File: src/rtl/dicr_pkg.sv
package dicr_pkg;
  localparam int DW         = 32;
  localparam int AUX_W      = 6;
  localparam int FORCE_BIT  = 15;
  localparam int EN_LSB     = 16;
  localparam int GE_BIT     = 23;
  localparam int FLAG_LSB   = 24;
  localparam int MASTER_BIT = 31;

  // Next value of one flag: a completion that is allowed wins over a clear.
  function automatic logic flag_next(input logic cur, input logic clr, input logic set);
    return set | (cur & ~clr);
  endfunction

  // Master flag from the fields that will be stored this cycle.
  function automatic logic master_of(input logic ge, input logic any_flag, input logic force_b);
    return (ge & any_flag) | force_b;
  endfunction
endpackage

File: src/rtl/dicr_ctrl_regs.sv
module dicr_ctrl_regs
  import dicr_pkg::*;
#(
  parameter int NUM_CH = 7
) (
  input  logic              clk,
  input  logic              rst_n,
  input  logic              wr_en,
  input  logic [DW-1:0]     wr_data,
  output logic [AUX_W-1:0]  aux_q,
  output logic              force_q,
  output logic [NUM_CH-1:0] en_q,
  output logic              ge_q,
  output logic              force_nx,
  output logic [NUM_CH-1:0] en_nx,
  output logic              ge_nx
);
  logic [AUX_W-1:0] aux_nx;

  always_comb begin
    aux_nx   = wr_en ? wr_data[AUX_W-1:0]       : aux_q;
    force_nx = wr_en ? wr_data[FORCE_BIT]        : force_q;
    en_nx    = wr_en ? wr_data[EN_LSB +: NUM_CH] : en_q;
    ge_nx    = wr_en ? wr_data[GE_BIT]           : ge_q;
  end

  always_ff @(posedge clk) begin
    if (!rst_n) begin
      aux_q   <= '0;
      force_q <= 1'b0;
      en_q    <= '0;
      ge_q    <= 1'b0;
    end else begin
      aux_q   <= aux_nx;
      force_q <= force_nx;
      en_q    <= en_nx;
      ge_q    <= ge_nx;
    end
  end

  // with no write the stored control fields hold their value
  p_hold_r2: assert property (@(posedge clk) disable iff (!rst_n)
    !wr_en |=> $stable(en_q) && $stable(ge_q) && $stable(force_q) && $stable(aux_q));
endmodule

File: src/rtl/dicr_flag_bank.sv
module dicr_flag_bank
  import dicr_pkg::*;
#(
  parameter int NUM_CH = 7
) (
  input  logic              clk,
  input  logic              rst_n,
  input  logic              wr_en,
  input  logic [NUM_CH-1:0] clr_bits,
  input  logic [NUM_CH-1:0] done_i,
  input  logic [NUM_CH-1:0] en_nx,
  output logic [NUM_CH-1:0] flag_q,
  output logic [NUM_CH-1:0] flag_nx
);
  logic [NUM_CH-1:0] set_ev;
  logic [NUM_CH-1:0] clr_ev;

  for (genvar n = 0; n < NUM_CH; n++) begin : g_ch
    assign set_ev[n]  = done_i[n] & en_nx[n];
    assign clr_ev[n]  = wr_en & clr_bits[n];
    assign flag_nx[n] = flag_next(flag_q[n], clr_ev[n], set_ev[n]);

    always_ff @(posedge clk) begin
      if (!rst_n) flag_q[n] <= 1'b0;
      else        flag_q[n] <= flag_nx[n];
    end

    // a flag cannot appear without an enabled completion
    p_gated_set_r5: assert property (@(posedge clk) disable iff (!rst_n)
      (!flag_q[n] && !(done_i[n] && en_nx[n])) |=> !flag_q[n]);
    // an acknowledge with no competing completion clears the flag
    p_clear_r3: assert property (@(posedge clk) disable iff (!rst_n)
      (wr_en && clr_bits[n] && !done_i[n]) |=> !flag_q[n]);
    // an accepted completion always leaves the flag set
    p_set_wins_r8: assert property (@(posedge clk) disable iff (!rst_n)
      (done_i[n] && en_nx[n]) |=> flag_q[n]);
  end
endmodule

File: src/rtl/dicr_master.sv
module dicr_master
  import dicr_pkg::*;
#(
  parameter int NUM_CH = 7
) (
  input  logic              clk,
  input  logic              rst_n,
  input  logic              ge_nx,
  input  logic              force_nx,
  input  logic [NUM_CH-1:0] flag_nx,
  output logic              master_q,
  output logic              irq_pulse
);
  logic master_nx;
  logic master_rise;

  assign master_nx   = master_of(ge_nx, |flag_nx, force_nx);
  assign master_rise = master_nx & ~master_q;

  always_ff @(posedge clk) begin
    if (!rst_n) begin
      master_q  <= 1'b0;
      irq_pulse <= 1'b0;
    end else begin
      master_q  <= master_nx;
      irq_pulse <= master_rise;
    end
  end

  // a request only accompanies a fresh 0-to-1 of the master flag
  p_irq_rise_r7: assert property (@(posedge clk) disable iff (!rst_n)
    irq_pulse |-> master_q && !$past(master_q));
  // never two requests back to back
  p_single_r7: assert property (@(posedge clk) disable iff (!rst_n)
    irq_pulse |=> !irq_pulse);
endmodule

File: src/rtl/dma_irq_ctrl.sv
module dma_irq_ctrl
  import dicr_pkg::*;
#(
  parameter int NUM_CH = 7
) (
  input  logic              clk,
  input  logic              rst_n,
  input  logic              wr_en,
  input  logic [DW-1:0]     wr_data,
  input  logic [NUM_CH-1:0] done_i,
  output logic [DW-1:0]     rd_data,
  output logic              irq_pulse
);
  logic [AUX_W-1:0]  aux_q;
  logic              force_q, ge_q, force_nx, ge_nx, master_q;
  logic [NUM_CH-1:0] en_q, en_nx, flag_q, flag_nx;

  dicr_ctrl_regs #(.NUM_CH(NUM_CH)) u_ctrl (
    .clk(clk), .rst_n(rst_n), .wr_en(wr_en), .wr_data(wr_data),
    .aux_q(aux_q), .force_q(force_q), .en_q(en_q), .ge_q(ge_q),
    .force_nx(force_nx), .en_nx(en_nx), .ge_nx(ge_nx)
  );

  dicr_flag_bank #(.NUM_CH(NUM_CH)) u_flags (
    .clk(clk), .rst_n(rst_n), .wr_en(wr_en),
    .clr_bits(wr_data[FLAG_LSB +: NUM_CH]), .done_i(done_i), .en_nx(en_nx),
    .flag_q(flag_q), .flag_nx(flag_nx)
  );

  dicr_master #(.NUM_CH(NUM_CH)) u_master (
    .clk(clk), .rst_n(rst_n), .ge_nx(ge_nx), .force_nx(force_nx),
    .flag_nx(flag_nx), .master_q(master_q), .irq_pulse(irq_pulse)
  );

  always_comb begin
    rd_data                     = '0;
    rd_data[AUX_W-1:0]          = aux_q;
    rd_data[FORCE_BIT]          = force_q;
    rd_data[EN_LSB +: NUM_CH]   = en_q;
    rd_data[GE_BIT]             = ge_q;
    rd_data[FLAG_LSB +: NUM_CH] = flag_q;
    rd_data[MASTER_BIT]         = master_q;
  end

  // stored master bit agrees with the stored fields it is derived from
  p_master_r6: assert property (@(posedge clk) disable iff (!rst_n)
    master_q == ((ge_q && (|flag_q)) || force_q));
endmodule

File: config.mk
export PLATFORM = sky130hd
export DESIGN_NAME = dma_irq_ctrl
export DESIGN_NICKNAME = d
export VERILOG_FILES = /design/src/rtl/dicr_pkg.sv /design/src/rtl/dicr_ctrl_regs.sv /design/src/rtl/dicr_flag_bank.sv /design/src/rtl/dicr_master.sv /design/src/rtl/dma_irq_ctrl.sv
export SDC_FILE = /design/constraint.sdc
export NUM_CORES = 1
export LEC_CHECK = 0
export ABC_AREA = 1
export BUFFER_PORTS_ARGS = -buffer_cell sky130_fd_sc_hd__buf_2
export CORE_ASPECT_RATIO = 0.5
export CORE_MARGIN = 3
export CORE_UTILIZATION = 35
export CTS_CLUSTER_DIAMETER = 80
export DETAILED_ROUTE_END_ITERATION = 6
export PLACE_DENSITY = 0.73
export SLEW_MARGIN = 20
export SYNTH_ARGS = -nofsm -noshare
export SYNTH_HDL_FRONTEND = slang
export SYNTH_SLANG_ARGS = --single-unit
File: constraint.sdc
create_clock -name clk -period 1.1 [get_ports clk]
set_clock_uncertainty 0.05 [all_clocks]
set_input_delay 0.22 -clock clk [delete_from_list [all_inputs] [get_ports clk]]
set_output_delay 0.22 -clock clk [all_outputs]
set_load 0.01 [all_outputs]
==> flow_summary.html, run 1 <==
<table>
<tr><th>Metric</th><th>Value</th></tr>
<tr><th colspan="2">Clocking</th></tr>
<tr><td>Clock buffer count from CTS</td><td>3</td></tr>
<tr><td>Maximum count of clock buffers along a single path</td><td>2</td></tr>
<tr><td>Sinks on Clock Net</td><td>24</td></tr>
<tr><td>Clock Latency Late Sink</td><td>0.26 ns</td></tr>
<tr><td>Deepest level of the CTS H-tree</td><td>1</td></tr>
<tr><td>Root cell of the clock tree</td><td>clkbuf_8</td></tr>
<tr><td>Clock tree from TritonCTS</td><td>built</td></tr>
<tr><td>Clock transition at the registers of the reported paths</td><td>0.08 ns</td></tr>
<tr><th colspan="2">Placement</th></tr>
<tr><td>Count of port buffers added during placement</td><td>55</td></tr>
<tr><td>Hpwl dp</td><td>1900 um</td></tr>
<tr><td>Post-place instance area</td><td>0.00136 sq mm</td></tr>
<tr><td>Final estimated routing congestion in global placement</td><td>0.688</td></tr>
<tr><th colspan="2">Die</th></tr>
<tr><td>Die height</td><td>44.2 um</td></tr>
<tr><td>Area of the core region</td><td>0.00268 sq mm</td></tr>
<tr><td>Area of the die</td><td>0.00364 sq mm</td></tr>
<tr><td>Standard-cell row count</td><td>13</td></tr>
<tr><td>Width of the die</td><td>82.4 um</td></tr>
<tr><td>I/O pin count</td><td>75</td></tr>
<tr><td>Starting density of the core</td><td>38.1%</td></tr>
<tr><th colspan="2">Routing</th></tr>
<tr><td>Total Routed Length</td><td>2470 um</td></tr>
<tr><td>DRC violation count after routing</td><td>0</td></tr>
<tr><td>Violation count after the first detailed-route iteration</td><td>19</td></tr>
<tr><td>Wire length on met1</td><td>1010 um</td></tr>
<tr><td>Number of search-and-repair iterations in the first detailed-routing pass</td><td>4</td></tr>
<tr><td>Uppermost metal layer occupied by signal nets</td><td>met4</td></tr>
<tr><td>Wire length per cell</td><td>10.7 um</td></tr>
<tr><td>Wire length on met3</td><td>161 um</td></tr>
<tr><td>Via-to-Cell Ratio</td><td>4.31</td></tr>
<tr><td>Antenna-violating nets left</td><td>0</td></tr>
<tr><td>Met2 wire length</td><td>1290 um</td></tr>
<tr><td>Vias post-DR</td><td>996</td></tr>
<tr><th colspan="2">STA</th></tr>
<tr><td>Unrepaired setup endpoints after global routing</td><td>true</td></tr>
<tr><td>Hold Violations, Final</td><td>0</td></tr>
<tr><td>Fmax</td><td>872 MHz</td></tr>
<tr><td>Final Max Slew Viols</td><td>0</td></tr>
<tr><td>Share of the clock period used by the worst path</td><td>104%</td></tr>
<tr><td>Setup TNS after final layout</td><td>-0.108 ns</td></tr>
<tr><td>Min setup slack post-route</td><td>-0.0473 ns</td></tr>
<tr><td>Final Setup Violations</td><td>3</td></tr>
<tr><td>Smallest hold slack</td><td>0.126 ns</td></tr>
<tr><td>Minimum clock period</td><td>1.15 ns</td></tr>
<tr><th colspan="2">Min path</th></tr>
<tr><td>Worst hold path class</td><td>input port to flop</td></tr>
<tr><th colspan="2">Critical path</th></tr>
<tr><td>Endpoint required time on the critical path</td><td>1.21 ns</td></tr>
<tr><td>Critical path capture point type</td><td>flop</td></tr>
<tr><td>Critical setup path kind</td><td>flop to flop</td></tr>
<tr><td>Crit path arrival time</td><td>1.26 ns</td></tr>
<tr><td>Reg2reg setup slack</td><td>-0.05 ns</td></tr>
<tr><td>Worst-path maximum fanout</td><td>2</td></tr>
<tr><td>Nature of the critical path startpoint</td><td>flop</td></tr>
<tr><th colspan="2">Outcome</th></tr>
<tr><td>Run status</td><td>finished, violations left</td></tr>
<tr><td>Failing checks</td><td>setup timing</td></tr>
<tr><th colspan="2">Layout</th></tr>
<tr><td>Number of nets in the finished design</td><td>237</td></tr>
<tr><td>Area overhead of the layout relative to synthesis</td><td>44.6%</td></tr>
<tr><td>Final Util</td><td>55.1%</td></tr>
<tr><td>Finished Cell Area</td><td>0.00148 sq mm</td></tr>
<tr><td>Fillers</td><td>275</td></tr>
<tr><td>Inserted Diodes</td><td>0</td></tr>
<tr><td>Fraction of layout instances using a drive strength above 1</td><td>52.6%</td></tr>
<tr><th colspan="2">Synth</th></tr>
<tr><td>Share of synthesized area occupied by flip-flops and latches</td><td>47.0%</td></tr>
<tr><td>Synthesis warning total</td><td>0</td></tr>
<tr><td>Cell count after synthesis</td><td>129</td></tr>
<tr><td>Post-synth design cell area</td><td>0.00102 sq mm</td></tr>
<tr><td>Synthesized flop and latch total</td><td>24</td></tr>
<tr><td>Synth unique cells</td><td>19</td></tr>
<tr><td>Average cell area after synthesis</td><td>7.92 sq um</td></tr>
<tr><th colspan="2">Power</th></tr>
<tr><td>Worst IR Drop VDD</td><td>500 uV</td></tr>
<tr><td>Static leakage</td><td>0.799 nW</td></tr>
<tr><td>Power per Cell Area</td><td>1310 mW/mm^2</td></tr>
<tr><td>Total chip power</td><td>1.93 mW</td></tr>
<tr><th colspan="2">GRT</th></tr>
<tr><td>Number of antenna violations at the first check in global routing</td><td>0</td></tr>
<tr><td>Pin count of the biggest net entering global routing</td><td>16</td></tr>
<tr><td>Via count of the first global-routing pass</td><td>878</td></tr>
<tr><td>Total GRT Usage</td><td>13.2%</td></tr>
<tr><td>First-pass GRT wire length</td><td>3680 um</td></tr>
<tr><td>Congestion Overflow GR</td><td>0</td></tr>
<tr><th colspan="2">Flow run</th></tr>
<tr><td>Max-cap check violation count</td><td>0</td></tr>
</table>
## Yosys cell counts, drive strengths merged
cell    number  area share [%]
inv          5             1.8
buf         15              11
nor2        25             9.2
nor3         1            0.98
conb         1            0.37
nand2       29              13
a21oi       14             8.0
dfxtp       24              47
a21boi       6             4.4
o21ai        8             3.9
clkbuf       1            0.37
## registers in the layout (all words and copies together) (netlist names)
signal	flops
u_master.irq_pulse	1
u_ctrl.en_q	7
u_ctrl.force_q	1
u_master.master_q	1
u_ctrl.ge_q	1
u_ctrl.aux_q	6
u_flags.flag_q	7
## worst paths after layout
path | from | to | cells after the start
worst max register to register | u_ctrl.en_q[3] | u_master.irq_pulse | 8
worst min register to register | u_master.master_q | u_master.irq_pulse | 1
worst max-delay path | u_ctrl.en_q[3] | u_master.irq_pulse | 8
worst min-delay path | wr_data[5] | u_ctrl.aux_q[5] | 3
## cell type report
cell class	instances	area [sq um]	area share, %
clock buffer	4	55.1	3.73
inverter	5	18.8	1.27
multi-input combinational	92	477	32.3
sequential	24	488	33.0
tap	37	46.3	3.13
timing repair buffer	69	393	26.6
## critical path, cell delays in order, from the launching register on
cell     delay (ns)
dfxtp_2        0.33
nand2_2        0.07
nand2_2        0.06
a21oi_2        0.16
nand2_1        0.07
nor2_1         0.10
nand2_1        0.08
nand2_2        0.08
a21oi_2        0.05
## report_power, final
| part | internal, mW | switching (mW) |
|---|---|---|
| clock network | 0.319 | 0.269 |
| logic | 0.181 | 0.203 |
| registers | 0.930 | 0.0292 |
| total | 1.43 | 0.501 |
## metal layers
layer | vias up | track usage, %
met5 | - | 0
met4 | 0 | 3.97
met3 | 2 | 3.25
met2 | 35 | 25.2
met1 | 442 | 14.7
li1 | 517 | -
## repair_timing
action                     4_1_cts  5_1_grt
setup endpoints to repair        2        3
cloned                           0        0
setup buffers                    1        1
resized for setup               10        8
pin swaps                        2        6
hold buffers                     0        0
## logic make-up after synthesis
group | share of synthesized area (%)
compound gates | 16.3
simple gates | 23.0
flops | 47.0
buf+inv | 13.3
other cells | 0.367
## metrics by stage
step                      instances  worst slack, ns
final                           231          -0.0473
after CTS                       230          -0.0336
after detailed placement        225           -0.260
after floorplan                 137          0.00288
after global placement          225           -0.261
after global routing            231           -0.118
## placed cells by master, fill, tap and decap left out, drive strengths merged
cell type	Yosys	layout
a21boi	6	6
a21oi	14	14
buf	15	69
clkbuf	1	4
conb	1	9
dfxtp	24	24
inv	5	5
nand2	29	29
nor2	25	25
nor3	1	1
o21ai	8	8
Note: power is estimated with default switching activity, not from simulation.
==> inputs of run 2 (changes only) <==
--- a/config.mk
+++ b/config.mk
@@ -12,7 +12,7 @@
 export CORE_UTILIZATION = 35
 export CTS_CLUSTER_DIAMETER = 80
 export DETAILED_ROUTE_END_ITERATION = 6
-export PLACE_DENSITY = 0.73
+export PLACE_DENSITY = 0.7
 export SLEW_MARGIN = 20
 export SYNTH_ARGS = -nofsm -noshare
 export SYNTH_HDL_FRONTEND = slang
==> constraint.sdc (replaced) <==
create_clock -name clk -period 1.2 [get_ports clk]
set_clock_uncertainty 0.05 [all_clocks]
set_input_delay 0.12 -clock clk [delete_from_list [all_inputs] [get_ports clk]]
set_output_delay 0.12 -clock clk [all_outputs]
set_load 0.01 [all_outputs]
==> flow_summary.html, run 2 (synthesis gave the netlist of run 1 again) <==
<table>
<tr><th>Metric</th><th>Value</th></tr>
<tr><th colspan="2">Placement</th></tr>
<tr><td>Count of port buffers added during placement</td><td>55 (unchanged)</td></tr>
<tr><td>Worst setup timing slack at the placement stage</td><td>-0.0773 ns (was -0.260 ns)</td></tr>
<tr><td>Final estimated routing congestion in global placement</td><td>0.673 (was 0.688)</td></tr>
<tr><td>Post-place instance area</td><td>0.00135 sq mm (was 0.00136 sq mm)</td></tr>
<tr><td>Number of instances in the placed design</td><td>225 (unchanged)</td></tr>
<tr><td>Hpwl dp</td><td>1870 um (was 1900 um)</td></tr>
<tr><th colspan="2">Clocking</th></tr>
<tr><td>Clock Latency Late Sink</td><td>0.26 ns (about the same)</td></tr>
<tr><td>Clock tree from TritonCTS</td><td>built (unchanged)</td></tr>
<tr><td>Maximum count of clock buffers along a single path</td><td>2 (unchanged)</td></tr>
<tr><td>Number of buffers inserted by hold repair at cts</td><td>0 (unchanged)</td></tr>
<tr><td>Clock buffer count from CTS</td><td>3 (unchanged)</td></tr>
<tr><td>Deepest level of the CTS H-tree</td><td>1 (unchanged)</td></tr>
<tr><td>Root cell of the clock tree</td><td>clkbuf_8 (unchanged)</td></tr>
<tr><td>Sinks on Clock Net</td><td>24 (unchanged)</td></tr>
<tr><td>Clock transition at the registers of the reported paths</td><td>0.08 ns (about the same)</td></tr>
<tr><td>Setup repair bufs after CTS</td><td>0 (was 1)</td></tr>
<tr><th colspan="2">Die</th></tr>
<tr><td>Width of the die</td><td>82.4 um (unchanged)</td></tr>
<tr><td>I/O pin count</td><td>75 (unchanged)</td></tr>
<tr><td>Area of the core region</td><td>0.00268 sq mm (unchanged)</td></tr>
<tr><td>Starting density of the core</td><td>38.1% (unchanged)</td></tr>
<tr><td>Die height</td><td>44.2 um (unchanged)</td></tr>
<tr><td>Standard-cell row count</td><td>13 (unchanged)</td></tr>
<tr><td>Area of the die</td><td>0.00364 sq mm (unchanged)</td></tr>
<tr><th colspan="2">Power</th></tr>
<tr><td>Net switching fraction of the power</td><td>25.8% (was 25.9%)</td></tr>
<tr><td>Internal power summed over all cells</td><td>1.30 mW (was 1.43 mW)</td></tr>
<tr><td>Clock Power Share</td><td>30.9% (was 30.5%)</td></tr>
<tr><td>Seq pwr share</td><td>50.1% (was 49.6%)</td></tr>
<tr><td>Power per Cell Area</td><td>1230 mW/mm^2 (was 1310 mW/mm^2)</td></tr>
<tr><td>Part of the power in combinational logic</td><td>19.0% (was 19.9%)</td></tr>
<tr><td>Worst IR Drop VDD</td><td>535 uV (was 500 uV)</td></tr>
<tr><td>Static leakage</td><td>0.782 nW (was 0.799 nW)</td></tr>
<tr><td>Net switching power</td><td>0.452 mW (was 0.501 mW)</td></tr>
<tr><th colspan="2">STA</th></tr>
<tr><td>Share of the clock period used by the worst path</td><td>95.4% (was 104%)</td></tr>
<tr><td>Fmax</td><td>873 MHz (was 872 MHz)</td></tr>
<tr><td>Hold Violations, Final</td><td>0 (unchanged)</td></tr>
<tr><td>Minimum clock period</td><td>1.15 ns (about the same)</td></tr>
<tr><td>Final Max Slew Viols</td><td>0 (unchanged)</td></tr>
<tr><td>Unrepaired setup endpoints after global routing</td><td>true (unchanged)</td></tr>
<tr><td>Min setup slack post-route</td><td>0.0548 ns (was -0.0473 ns)</td></tr>
<tr><td>Final Setup Violations</td><td>0 (was 3)</td></tr>
<tr><td>Setup TNS after final layout</td><td>0 ns (was -0.108 ns)</td></tr>
<tr><th colspan="2">Flow run</th></tr>
<tr><td>Max-cap check violation count</td><td>0 (unchanged)</td></tr>
<tr><th colspan="2">Critical path</th></tr>
<tr><td>Kind of cell adding the most delay to the critical path</td><td>simple AND/OR/NAND/NOR gates (unchanged)</td></tr>
<tr><td>Critical setup path kind</td><td>flop to flop (unchanged)</td></tr>
<tr><td>Worst-path cell chain</td><td>nand2_2 &gt; nand2_1 &gt; a21oi_2 &gt; nand2_1 &gt; nor2_1 &gt; nand2_1 &gt; nand2_2 &gt; a21oi_2 (was nand2_2 &gt; nand2_2 &gt; a21oi_2 &gt; nand2_1 &gt; nor2_1 &gt; nand2_1 &gt; nand2_2 &gt; a21oi_2)</td></tr>
<tr><td>Worst-path maximum fanout</td><td>2 (unchanged)</td></tr>
<tr><td>Crit path max-delay cell type</td><td>dfxtp_1 (was dfxtp_2)</td></tr>
<tr><td>Endpoint required time on the critical path</td><td>1.31 ns (was 1.21 ns)</td></tr>
<tr><td>Critical Path Max Stage Delay</td><td>0.32 ns (was 0.33 ns)</td></tr>
<tr><td>CP Buf/Inv Count</td><td>0 (unchanged)</td></tr>
<tr><td>Nature of the critical path startpoint</td><td>flop (unchanged)</td></tr>
<tr><td>Critical path capture point type</td><td>flop (unchanged)</td></tr>
<tr><td>Cell seen most often among critical-path stages</td><td>nand2_1 (was nand2_2)</td></tr>
<tr><td>Crit path arrival time</td><td>1.26 ns (about the same)</td></tr>
<tr><th colspan="2">Routing</th></tr>
<tr><td>Total Routed Length</td><td>2300 um (was 2470 um)</td></tr>
<tr><td>Via-to-Cell Ratio</td><td>4.29 (was 4.31)</td></tr>
<tr><td>Number of search-and-repair iterations in the first detailed-routing pass</td><td>4 (unchanged)</td></tr>
<tr><td>Violation count after the first detailed-route iteration</td><td>28 (was 19)</td></tr>
<tr><td>DRC violation count after routing</td><td>0 (unchanged)</td></tr>
<tr><td>Wire length per cell</td><td>10.0 um (was 10.7 um)</td></tr>
<tr><td>Antenna-violating nets left</td><td>0 (unchanged)</td></tr>
<tr><td>Vias post-DR</td><td>982 (was 996)</td></tr>
<tr><th colspan="2">GRT</th></tr>
<tr><td>First-pass GRT wire length</td><td>3660 um (was 3680 um)</td></tr>
<tr><td>Pin count of the biggest net entering global routing</td><td>14 (was 16)</td></tr>
<tr><td>Congestion Overflow GR</td><td>0 (unchanged)</td></tr>
<tr><td>Total GRT Usage</td><td>13.1% (was 13.2%)</td></tr>
<tr><td>Number of antenna violations at the first check in global routing</td><td>0 (unchanged)</td></tr>
<tr><td>Via count of the first global-routing pass</td><td>876 (was 878)</td></tr>
<tr><th colspan="2">Layout</th></tr>
<tr><td>Number of nets in the finished design</td><td>235 (was 237)</td></tr>
<tr><td>Final Util</td><td>53.1% (was 55.1%)</td></tr>
<tr><td>Commonest non-fill, non-tap cell in the layout</td><td>buf_2 (unchanged)</td></tr>
<tr><td>Registers with the most flip-flops</td><td>u_ctrl.en_q: 7 flops, u_flags.flag_q: 7 flops, u_ctrl.aux_q: 6 flops (unchanged)</td></tr>
<tr><td>Fraction of layout instances using a drive strength above 1</td><td>47.9% (was 52.6%)</td></tr>
<tr><td>Finished Cell Area</td><td>0.00143 sq mm (was 0.00148 sq mm)</td></tr>
<tr><td>Area overhead of the layout relative to synthesis</td><td>39.5% (was 44.6%)</td></tr>
<tr><td>Post-route insts no fill</td><td>229 (was 231)</td></tr>
<tr><td>Inserted Diodes</td><td>0 (unchanged)</td></tr>
<tr><td>Commonest non-fill, non-tap cells in the layout</td><td>55 x buf_2, 25 x nor2_1, 22 x dfxtp_1 (was 55 x buf_2, 25 x nor2_1, 18 x nand2_1, 18 x dfxtp_1, 13 x buf_4)</td></tr>
<tr><th colspan="2">Outcome</th></tr>
<tr><td>Run status</td><td>finished, final reports clean (was finished, violations left)</td></tr>
<tr><th colspan="2">Min path</th></tr>
<tr><td>Worst hold path class</td><td>input port to flop (unchanged)</td></tr>
</table>
## run 2: changes by cell type in the layout (fill, tap and decap cells not counted), moves of 3 or more
cell / change
dfxtp_1: +4
nand2_1: +3
nand2_2: -3
dfxtp_2: -4
## run 2: worst paths after layout
check	from	endpoint	slack [ns]	depth (start not counted)
worst min register to register	u_master.master_q	u_master.irq_pulse	0.37	1
worst max register to register	u_ctrl.en_q[3]	u_master.irq_pulse	0.05	8
worst min-delay path	wr_data[0]	u_ctrl.aux_q[0]	0.03	3
worst max-delay path	u_ctrl.en_q[3]	u_master.irq_pulse	0.05	8
## run 2: area by class of cell
cell class                 instances  area [sq um]
fill                             274          1260
clock buffer                       4          55.1
inverter                           5          18.8
timing repair buffer              67           365
tap                               37          46.3
sequential                        24           483
multi-input combinational         92           458
## run 2: layer usage
layer | share of wire, % | routed length (um) | track usage, % | up-vias
met3 | 6.2 | 143 | 4.07 | 2
li1 | - | - | - | 513
met5 | 0 | 0 | 0 | -
met2 | 52 | 1190 | 23.6 | 30
met4 | 0.91 | 21 | 3.97 | 0
met1 | 41 | 941 | 15.0 | 437
## run 2: tightest hold or removal path, cell delays in order
cell	delay [ns]
buf_2	0.07
nor2_1	0.03
nor2_1	0.08
## run 2: repair_timing
action	4_1_cts	5_1_grt
hold endpoints to repair	0	0
gates resized for setup	0	9
endpoints found under the setup margin	0	2
## run 2: power by group through the flow
stage,clock [mW],sequential (mW),combinational [mW]
floorplan,0,0.916,0.180
global placement,0,0.893,0.323
detailed placement,0,0.895,0.327
CTS,0.560,0.877,0.328
global route,0.598,0.883,0.374
finish,0.541,0.877,0.333
## run 2: through the flow
step                      total power [mW]  hold slack, ns
after global placement                1.22           0.292
after global routing                  1.86          0.0340
final                                 1.75          0.0261
after detailed placement              1.22           0.299
after CTS                             1.76          0.0213
after floorplan                       1.10           0.205
==> inputs of run 3 (changes only) <==
--- a/config.mk
+++ b/config.mk
@@ -8,7 +8,6 @@
 export ABC_AREA = 1
 export BUFFER_PORTS_ARGS = -buffer_cell sky130_fd_sc_hd__buf_2
 export CORE_ASPECT_RATIO = 0.5
-export CORE_MARGIN = 3
 export CORE_UTILIZATION = 35
 export CTS_CLUSTER_DIAMETER = 80
 export DETAILED_ROUTE_END_ITERATION = 6
==> constraint.sdc (replaced) <==
create_clock -name clk -period 1.45 [get_ports clk]
set_clock_uncertainty 0.05 [all_clocks]
set_input_delay 0.29 -clock clk [delete_from_list [all_inputs] [get_ports clk]]
set_output_delay 0.29 -clock clk [all_outputs]
set_load 0.01 [all_outputs]
==> flow_summary.html, run 3 (synthesis gave the netlist of run 1 again) <==
<table>
<tr><th>Metric</th><th>Value</th></tr>
<tr><th colspan="2">Outcome</th></tr>
<tr><td>Run status</td><td>finished, final reports clean (unchanged)</td></tr>
<tr><th colspan="2">Critical path</th></tr>
<tr><td>Setup crit start</td><td>u_ctrl.en_q[3] (unchanged)</td></tr>
<tr><td>Worst-path cell chain</td><td>nand2_1 &gt; nand2_1 &gt; a21oi_1 &gt; nand2_1 &gt; nor2_1 &gt; nand2_1 &gt; nand2_2 &gt; a21oi_2 (was nand2_2 &gt; nand2_1 &gt; a21oi_2 &gt; nand2_1 &gt; nor2_1 &gt; nand2_1 &gt; nand2_2 &gt; a21oi_2)</td></tr>
<tr><td>Nature of the critical path startpoint</td><td>flop (unchanged)</td></tr>
<tr><td>CP Buf/Inv Count</td><td>0 (unchanged)</td></tr>
<tr><td>Worst-path maximum fanout</td><td>2 (unchanged)</td></tr>
<tr><td>Critical setup path kind</td><td>flop to flop (unchanged)</td></tr>
<tr><td>Reg2reg setup slack</td><td>0.27 ns (was 0.05 ns)</td></tr>
<tr><td>Endpoint required time on the critical path</td><td>1.56 ns (was 1.31 ns)</td></tr>
<tr><td>Crit path max-delay cell type</td><td>dfxtp_1 (unchanged)</td></tr>
<tr><td>End of the worst register-to-register path</td><td>u_master.irq_pulse (unchanged)</td></tr>
<tr><td>Cell seen most often among critical-path stages</td><td>nand2_1 (unchanged)</td></tr>
<tr><td>Startpoint of the lowest-slack register-to-register path</td><td>u_ctrl.en_q[3] (unchanged)</td></tr>
<tr><td>Kind of cell adding the most delay to the critical path</td><td>simple AND/OR/NAND/NOR gates (unchanged)</td></tr>
<tr><td>Critical path capture point type</td><td>flop (unchanged)</td></tr>
<tr><td>Crit path arrival time</td><td>1.29 ns (was 1.26 ns)</td></tr>
<tr><td>Number of cell instances on the worst register-to-register path</td><td>8 (unchanged)</td></tr>
<tr><td>Critical Path Max Stage Delay</td><td>0.32 ns (about the same)</td></tr>
<tr><th colspan="2">Die</th></tr>
<tr><td>Starting density of the core</td><td>38.1% (unchanged)</td></tr>
<tr><td>Die height</td><td>40.2 um (was 44.2 um)</td></tr>
<tr><td>I/O pin count</td><td>75 (unchanged)</td></tr>
<tr><td>Standard-cell row count</td><td>13 (unchanged)</td></tr>
<tr><td>Width of the die</td><td>78.4 um (was 82.4 um)</td></tr>
<tr><td>Area of the die</td><td>0.00315 sq mm (was 0.00364 sq mm)</td></tr>
<tr><td>Area of the core region</td><td>0.00268 sq mm (unchanged)</td></tr>
<tr><th colspan="2">STA</th></tr>
<tr><td>Hold Violations, Final</td><td>0 (unchanged)</td></tr>
<tr><td>Setup TNS after final layout</td><td>0 ns (unchanged)</td></tr>
<tr><td>Fmax</td><td>849 MHz (was 873 MHz)</td></tr>
<tr><td>Minimum clock period</td><td>1.18 ns (was 1.15 ns)</td></tr>
<tr><td>Unrepaired setup endpoints after global routing</td><td>false (was true)</td></tr>
<tr><td>Final Setup Violations</td><td>0 (unchanged)</td></tr>
<tr><td>Share of the clock period used by the worst path</td><td>81.2% (was 95.4%)</td></tr>
<tr><td>Final Max Slew Viols</td><td>0 (unchanged)</td></tr>
<tr><th colspan="2">Routing</th></tr>
<tr><td>Vias post-DR</td><td>953 (was 982)</td></tr>
<tr><td>Total Routed Length</td><td>2200 um (was 2300 um)</td></tr>
<tr><td>DRC violation count after routing</td><td>0 (unchanged)</td></tr>
<tr><td>Via-to-Cell Ratio</td><td>4.27 (was 4.29)</td></tr>
<tr><td>Antenna-violating nets left</td><td>0 (unchanged)</td></tr>
<tr><td>Wire length per cell</td><td>9.87 um (was 10.0 um)</td></tr>
<tr><td>Number of search-and-repair iterations in the first detailed-routing pass</td><td>4 (unchanged)</td></tr>
<tr><td>Violation count after the first detailed-route iteration</td><td>31 (was 28)</td></tr>
<tr><th colspan="2">Power</th></tr>
<tr><td>Net switching fraction of the power</td><td>23.4% (was 25.8%)</td></tr>
<tr><td>Worst IR Drop VDD</td><td>416 uV (was 535 uV)</td></tr>
<tr><td>Net switching power</td><td>0.363 mW (was 0.452 mW)</td></tr>
<tr><td>Clock Power Share</td><td>36.7% (was 30.9%)</td></tr>
<tr><td>Internal power summed over all cells</td><td>1.19 mW (was 1.30 mW)</td></tr>
<tr><td>Seq pwr share</td><td>46.7% (was 50.1%)</td></tr>
<tr><td>Power per Cell Area</td><td>1130 mW/mm^2 (was 1230 mW/mm^2)</td></tr>
<tr><td>Part of the power in combinational logic</td><td>16.6% (was 19.0%)</td></tr>
<tr><td>Static leakage</td><td>0.756 nW (was 0.782 nW)</td></tr>
<tr><th colspan="2">GRT</th></tr>
<tr><td>Congestion Overflow GR</td><td>0 (unchanged)</td></tr>
<tr><td>Pin count of the biggest net entering global routing</td><td>16 (was 14)</td></tr>
<tr><td>First-pass GRT wire length</td><td>3440 um (was 3660 um)</td></tr>
<tr><td>Total GRT Usage</td><td>14.3% (was 13.1%)</td></tr>
<tr><td>Via count of the first global-routing pass</td><td>813 (was 876)</td></tr>
<tr><td>Number of antenna violations at the first check in global routing</td><td>0 (unchanged)</td></tr>
<tr><th colspan="2">Layout</th></tr>
<tr><td>Inserted Diodes</td><td>0 (unchanged)</td></tr>
<tr><td>Area overhead of the layout relative to synthesis</td><td>34.3% (was 39.5%)</td></tr>
<tr><td>Number of nets in the finished design</td><td>229 (was 235)</td></tr>
<tr><td>Registers with the most flip-flops</td><td>u_ctrl.en_q: 7 flops, u_flags.flag_q: 7 flops, u_ctrl.aux_q: 6 flops (unchanged)</td></tr>
<tr><td>Finished Cell Area</td><td>0.00137 sq mm (was 0.00143 sq mm)</td></tr>
<tr><td>Sequential cell area</td><td>480 sq um (was 483 sq um)</td></tr>
<tr><td>Area of the multi-input gates</td><td>435 sq um (was 458 sq um)</td></tr>
<tr><td>Fillers</td><td>266 (was 274)</td></tr>
<tr><td>Commonest non-fill, non-tap cells in the layout</td><td>55 x buf_2, 25 x nor2_1, 24 x nand2_1, 24 x dfxtp_1, 11 x a21oi_1 (was 55 x buf_2, 25 x nor2_1, 22 x dfxtp_1)</td></tr>
<tr><td>Final Util</td><td>51.1% (was 53.1%)</td></tr>
<tr><td>Commonest non-fill, non-tap cell in the layout</td><td>buf_2 (unchanged)</td></tr>
<tr><td>Fraction of layout instances using a drive strength above 1</td><td>41.4% (was 47.9%)</td></tr>
<tr><th colspan="2">Min path</th></tr>
<tr><td>Destination of the worst hold path</td><td>u_ctrl.aux_q[2] (was u_ctrl.aux_q[0])</td></tr>
<tr><td>Hold_sp</td><td>wr_data[2] (was wr_data[0])</td></tr>
<tr><td>Worst hold path stage count</td><td>3 (unchanged)</td></tr>
<tr><td>Worst hold path class</td><td>input port to flop (unchanged)</td></tr>
<tr><th colspan="2">Placement</th></tr>
<tr><td>Count of port buffers added during placement</td><td>55 (unchanged)</td></tr>
<tr><td>Final estimated routing congestion in global placement</td><td>0.665 (was 0.673)</td></tr>
<tr><td>Post-place instance area</td><td>0.00130 sq mm (was 0.00135 sq mm)</td></tr>
<tr><td>Hpwl dp</td><td>1780 um (was 1870 um)</td></tr>
<tr><th colspan="2">Clocking</th></tr>
<tr><td>Setup repair bufs after CTS</td><td>0 (unchanged)</td></tr>
<tr><td>Clock tree from TritonCTS</td><td>built (unchanged)</td></tr>
<tr><td>Clock buffer count from CTS</td><td>3 (unchanged)</td></tr>
<tr><td>Post-CTS resize count</td><td>0 (unchanged)</td></tr>
<tr><td>Sinks on Clock Net</td><td>24 (unchanged)</td></tr>
<tr><td>Clock transition at the registers of the reported paths</td><td>0.08 ns (about the same)</td></tr>
<tr><td>Deepest level of the CTS H-tree</td><td>1 (unchanged)</td></tr>
<tr><td>Clock Latency Late Sink</td><td>0.26 ns (about the same)</td></tr>
<tr><td>Number of buffers inserted by hold repair at cts</td><td>0 (unchanged)</td></tr>
<tr><td>Maximum count of clock buffers along a single path</td><td>2 (unchanged)</td></tr>
<tr><td>Root cell of the clock tree</td><td>clkbuf_8 (unchanged)</td></tr>
<tr><th colspan="2">Flow run</th></tr>
<tr><td>Max-cap check violation count</td><td>0 (unchanged)</td></tr>
</table>
[run 3: final cells by class]
cell class                 instances  area share [%]
timing repair buffer              61            23.3
multi-input combinational         92            31.7
inverter                           5            1.37
sequential                        24            35.0
clock buffer                       3            3.01
tap                               37            3.37
clock inverter                     1            2.19
[run 3: worst min-delay path, cell delays in order]
cell and delay [ns]:
buf_2 0.07, nor2_1 0.03, nor2_1 0.08
[run 3: layer usage]
metal / vias to the layer above / wire [um] / track usage (%)
li1: 502 / - / -
met1: 425 / 915 / 16.8
met2: 26 / 1160 / 27.9
met3: 0 / 128 / 4.32
met4: 0 / 0 / 1.39
met5: - / 0 / 0
[run 3: power groups by stage]
stage / clock network [mW] / registers, mW / logic (mW)
after global routing: 0.608 / 0.730 / 0.290
final: 0.568 / 0.724 / 0.257
after CTS: 0.585 / 0.725 / 0.260
after floorplan: 0 / 0.758 / 0.149
after detailed placement: 0 / 0.740 / 0.258
after global placement: 0 / 0.739 / 0.254
[run 3: worst max-delay path by stage]
stage,endpoint,depth (start not counted)
after global placement,u_master.irq_pulse,10
after global routing,u_master.master_q,8
after floorplan,u_master.irq_pulse,9
after CTS,u_master.master_q,8
after detailed placement,u_master.master_q,10
final,u_master.irq_pulse,8
[run 3: per-stage QoR]
| stage | setup slack (ns) | hold slack (ns) | instances | power, mW |
|---|---|---|---|---|
| floorplan | 0.283 | 0.349 | 137 | 0.907 |
| global placement | 0.0244 | 0.355 | 219 | 0.993 |
| detailed placement | 0.0233 | 0.361 | 219 | 0.998 |
| CTS | 0.265 | 0.199 | 223 | 1.57 |
| global route | 0.150 | 0.221 | 223 | 1.63 |
| finish | 0.273 | 0.200 | 223 | 1.55 |
